**src/rtl/pll_chan_postdiv.sv**
```systemverilog
module pll_chan_postdiv #(
  parameter int DIV_W = 8,
  parameter int FIXED_DIV = 1,
  parameter logic [DIV_W:0] RST_CTL = {1'b1, {DIV_W{1'b0}}}
) (
  input  logic             clk,
  input  logic             rst,
  input  logic             ctl_we,
  input  logic [DIV_W:0]   ctl_wdata,
  input  logic             hold_in,
  input  logic             pll_live,
  input  logic             src_strobe,
  output logic [DIV_W:0]   ctl_q,
  output logic             out_strobe
);
  localparam int MAXDIV  = (1 << DIV_W) - 1;
  localparam int TOT_MAX = MAXDIV * FIXED_DIV;
  localparam int CW      = $clog2(TOT_MAX + 1);

  logic [DIV_W:0]   ctl_r;
  logic [CW-1:0]    cnt;
  logic             out_r;
  logic [DIV_W-1:0] eff_div;
  logic [CW-1:0]    total;
  logic             run, last;

  assign ctl_q      = ctl_r;
  assign out_strobe = out_r;
  assign eff_div    = (ctl_r[DIV_W-1:0] == '0) ? {DIV_W{1'b1}} : ctl_r[DIV_W-1:0];
  assign total      = CW'(eff_div) * CW'(FIXED_DIV);
  assign run        = !ctl_r[DIV_W] && !hold_in && pll_live;
  assign last       = (cnt == total - 1'b1);

  always_ff @(posedge clk) begin
    if (rst) begin
      ctl_r <= RST_CTL;
      cnt   <= '0;
      out_r <= 1'b0;
    end else begin
      out_r <= 1'b0;
      if (ctl_we) begin
        ctl_r <= ctl_wdata;
        cnt   <= '0;
      end else if (!run) begin
        cnt <= '0;
      end else if (src_strobe) begin
        if (last) begin
          cnt   <= '0;
          out_r <= 1'b1;
        end else begin
          cnt <= cnt + 1'b1;
        end
      end
    end
  end

  AST_GATED_SILENT: assert property (@(posedge clk) disable iff (rst)
    (ctl_q[DIV_W] || hold_in || !pll_live) |=> !out_strobe);
  AST_NO_SRC_NO_OUT: assert property (@(posedge clk) disable iff (rst)
    !src_strobe |=> !out_strobe);
  AST_WRITE_SILENCES: assert property (@(posedge clk) disable iff (rst)
    ctl_we |=> (!out_strobe && cnt == '0));
  AST_CNT_BOUND: assert property (@(posedge clk) disable iff (rst)
    cnt < total);
  AST_RELOAD: assert property (@(posedge clk) disable iff (rst)
    out_strobe |-> cnt == '0);
  AST_IDLE_CLEAR: assert property (@(posedge clk) disable iff (rst)
    (!ctl_we && !run) |=> cnt == '0);
  AST_RESET_LOAD: assert property (@(posedge clk)
    rst |=> (ctl_q == RST_CTL && !out_strobe));
endmodule

```
**config.mk**
```make
export PLATFORM = sky130hd
export DESIGN_NAME = pll_chan_postdiv
export DESIGN_NICKNAME = d
export VERILOG_FILES = /design/src/rtl/pll_chan_postdiv.sv
export SDC_FILE = /design/constraint.sdc
export NUM_CORES = 1
export LEC_CHECK = 0
export CAP_MARGIN = 20
export CORE_MARGIN = 2
export CORE_UTILIZATION = 43
export DETAILED_ROUTE_END_ITERATION = 16
export PLACE_DENSITY = 0.74
export SETUP_SLACK_MARGIN = 0.1
export SLEW_MARGIN = 20
export SYNTH_ARGS = -nofsm -noshare
export SYNTH_HDL_FRONTEND = slang
export SYNTH_SLANG_ARGS = --single-unit
```
**constraint.sdc**
```tcl
create_clock -name clk -period 2.95 [get_ports clk]
set_clock_uncertainty 0.05 [all_clocks]
set_input_delay 0.59 -clock clk [delete_from_list [all_inputs] [get_ports clk]]
set_output_delay 0.59 -clock clk [all_outputs]
set_load 0.1 [all_outputs]
```
==> results by group, run 1 <==
Clock network
  – CTS clock-pin slew for the worst setup and hold paths: 0.11 ns
  – Clock sink count: 18
  – CTS tree: built
  – Clock root cell: clkbuf_4
  – CTS H-Tree Depth: 1
  – Maximum buffer depth of the clock tree: 2
  – TritonCTS buffer count: 3
  – Clock latency on the worst-skew pair: 0.31 ns

Worst setup path
  – Slowest Stage Delay on Critical Path: 0.39 ns
  – Critical path buffer and inverter count: 0
  – Type of destination of the critical path: register
  – Gate family responsible for the most delay along the worst path: simple AND/OR/NAND/NOR gates
  – Reg2reg start: ctl_q[6]$_SDFFE_PP0P_
  – Count of cells along the worst register-to-register path: 11
  – Critical Path Start Type: register
  – Data arrival time of the critical path: 2.87 ns
  – Data required, critical path: 3.10 ns
  – Critical Path Fanout Max: 5
  – Endpoint of the most critical register-to-register path: cnt[3]$_SDFFE_PP0P_
  – Cell breakdown of the critical path: nor4_4 > nand2_1 > nor2_2 > nor2_1 > ha_1 > xor2_1 > a211o_2 > a21oi_2 > o22ai_4 > nor4b_4 > nor3_1
  – Crit Path Class: register to register
  – Reg2Reg Setup Slack: 0.23 ns
  – Critical-path top delay cell: dfxtp_2

Timing
  – Min Tclk post-route: 2.72 ns
  – Transition time at the pin with the least slew margin: 0.371 ns
  – Slew Limit Fails: 0
  – Highest achievable clock rate: 367 MHz
  – Setup Total Neg Slack: 0 ns
  – Part of the cycle the worst path needs: 92.3%
  – Worst slew margin relative to its limit: 75.1%
  – Number of endpoints with negative hold slack in the final report: 0
  – RSZ-0062 raised after global routing: false
  – Final setup violation count: 0

Final layout
  – Growth of design area from synthesis to finish: 31.1%
  – Count of nets after finishing: 157
  – Fraction of layout cells with a size suffix above 1: 25.2%
  – Commonest non-fill, non-tap cells in the layout: clkdlybuf4s50_1 (14), nor2_1 (13), buf_4 (12)
  – Antenna diodes: 0
  – Most common library cell in the layout ignoring fill and taps: clkdlybuf4s50_1
  – Cell area after layout: 1360 µm²

Detailed routing
  – Total met3 wirelength after detailed routing: 103 µm
  – DRT met1 WL: 1050 µm
  – DRT antenna net count: 0
  – Overall via count from detail_route: 947
  – Wire length on met2: 1190 µm
  – Wirelength per Cell: 14.3 µm
  – Highest signal layer in the routed design: met4
  – Mean number of vias per cell: 5.67
  – Total wire length after detailed routing: 2390 µm
  – Detailed Route Iter0 Violations: 16
  – Detailed Routing Iterations Pass 1: 5
  – Number of remaining DRC errors: 0

Run status
  – Result of the run: finished clean

Logic synthesis
  – Number of synthesized register bits: 18
  – Average cell area after synthesis: 9.07 µm²
  – YS warnings: 0
  – Number of unique standard cell types used by synthesis: 32
  – Seq/Total Area, Yosys: 34.9%
  – Number of standard cells after synthesis: 114
  – Netlist area before placement: 1030 µm²
  – Post-synthesis net count: 131

Place
  – Buffers on Ports: 24
  – Placed standard-cell area: 1290 µm²
  – GPL Wtd Cong: 0.906
  – Half-perimeter wire length of the detailed placement result: 1810 µm

Global routing
  – Overflow left after global routing: 0
  – Pin count of the biggest net entering global routing: 13
  – Global-route wire length before repair: 3690 µm
  – Initial antenna violation count: 0
  – Number of global-route vias before repair: 839
  – Total global routing track utilization: 18.7%

Floorplanning
  – Boundary Pins: 25
  – Floorplan Core Area: 2230 µm²
  – Die area: 2810 µm²
  – Initial Util: 46.3%
  – Num rows: 17
  – Horiz. Die Dim: 53.0 µm
  – Vertical extent of the die: 53.0 µm

Hold path
  – Hold Crit Start: cnt[1]$_SDFFE_PP0P_
  – Class of the most critical hold timing path: register to register
  – WHS Endpoint: cnt[1]$_SDFFE_PP0P_
  – Worst hold stages: 2

Job
  – Number of violations of the max-capacitance limit: 0

Power
  – Peak supply drop: 0.364 mV
  – Ratio of total power to cell area: 450 nW/µm²
  – Pleak: 0.521 nW
==> repair_timing <==
item / in CTS / in global routing
buffers inserted: 0 / 1
endpoints found under the setup margin: 0 / 9
gates resized for setup: 0 / 4
hold buffers: 0 / 0
==> state kept, by name (all words and copies together), names as in the netlist <==
| name | flops |
|---|---|
| ctl_q | 9 |
| cnt | 8 |
| out_strobe | 1 |
==> per-layer routing <==
layer	vias up	global-route usage, %
met4	0	10.7
met1	455	21.2
met5	-	0
li1	461	-
met3	7	5.65
met2	24	30.8
==> synthesized netlist by cell type (all sizes together) <==
cell	n	area share (%)
a211o	3	2.7
a211oi	1	0.73
a21oi	4	1.9
a31o	1	0.85
and3	1	0.73
buf	1	1.1
clkbuf	4	1.5
dfxtp	18	35
ha	2	2.4
inv	1	0.36
mux2i	9	8.7
nand2	6	2.2
nand2b	3	1.8
nand3	5	2.4
nand4	1	0.61
nand4b	1	0.85
nor2	14	5.1
nor2b	1	0.61
nor3	9	4.4
nor3b	1	0.73
nor4	3	1.8
nor4b	1	2.3
o211ai	1	0.73
o21ai	2	0.97
o22ai	1	1.9
o311ai	2	1.7
or2	1	0.61
or4	2	1.5
xnor2	6	5.1
xnor3	1	2.2
xor2	8	6.8
==> tightest hold or removal path: stages, from the launching register on <==
cell	delay [ns]
dfxtp_1	0.36
nand2b_1	0.09
a21oi_1	0.05
==> report_power, final <==
group	switching [mW]	internal [mW]
sequential	0.0158	0.251
clock	0.0787	0.0754
combinational	0.114	0.0752
==> worst max path at each step <==
stage,endpoint,startpoint,cells after the start
2_1_floorplan,cnt[3]$_SDFFE_PP0P_,ctl_q[5]$_SDFFE_PP0P_,11
3_3_place_gp,cnt[3]$_SDFFE_PP0P_,ctl_q[3]$_SDFFE_PP0P_,11
3_5_place_dp,cnt[3]$_SDFFE_PP0P_,ctl_q[3]$_SDFFE_PP0P_,11
4_1_cts,cnt[3]$_SDFFE_PP0P_,ctl_q[3]$_SDFFE_PP0P_,11
5_1_grt,cnt[3]$_SDFFE_PP0P_,ctl_q[6]$_SDFFE_PP0P_,11
6_report,cnt[3]$_SDFFE_PP0P_,ctl_q[6]$_SDFFE_PP0P_,11
==> area by class of cell <==
| class | count | area (µm²) |
|---|---|---|
| Tap cell | 28 | 35.0 |
| Sequential cell | 18 | 375 |
| Fill cell | 202 | 878 |
| Clock buffer | 4 | 36.3 |
| Multi-Input combinational cell | 90 | 674 |
| Timing Repair Buffer | 26 | 230 |
| Inverter | 1 | 3.75 |
==> kinds of logic (layout without fill, tap and decap cells) <==
logic type      Yosys count  after routing  synth area share (%)
simple gates             49             49                  25.5
flops                    18             18                  34.9
mux                       9              9                  8.72
xor+xnor                 15             15                  14.0
fa+ha+maj                 2              2                  2.42
buf+inv                   6             31                  2.90
compound gates           15             15                  11.5
==> stage by stage <==
step                      power, mW  utilization (%)  instances  worst slack [ns]  hold slack (ns)
after floorplan               0.409                -        114             0.133            0.437
after global placement        0.451             58.0        162             0.222            0.464
after detailed placement      0.455             58.0        162             0.134            0.472
after CTS                     0.606             59.6        166             0.127            0.488
after global routing          0.639             60.7        167            0.0626            0.523
final                         0.610             60.7        167             0.226            0.491
(Power assumes the default switching activity.)
==> inputs of run 2 (changes only) <==
- ABC_CLOCK_PERIOD_IN_PS: default -> 2950
- SKIP_LAST_GASP: default -> 1
==> results of run 2 <==
No change in the layout: final DEF, timing and power equal those of run 1.
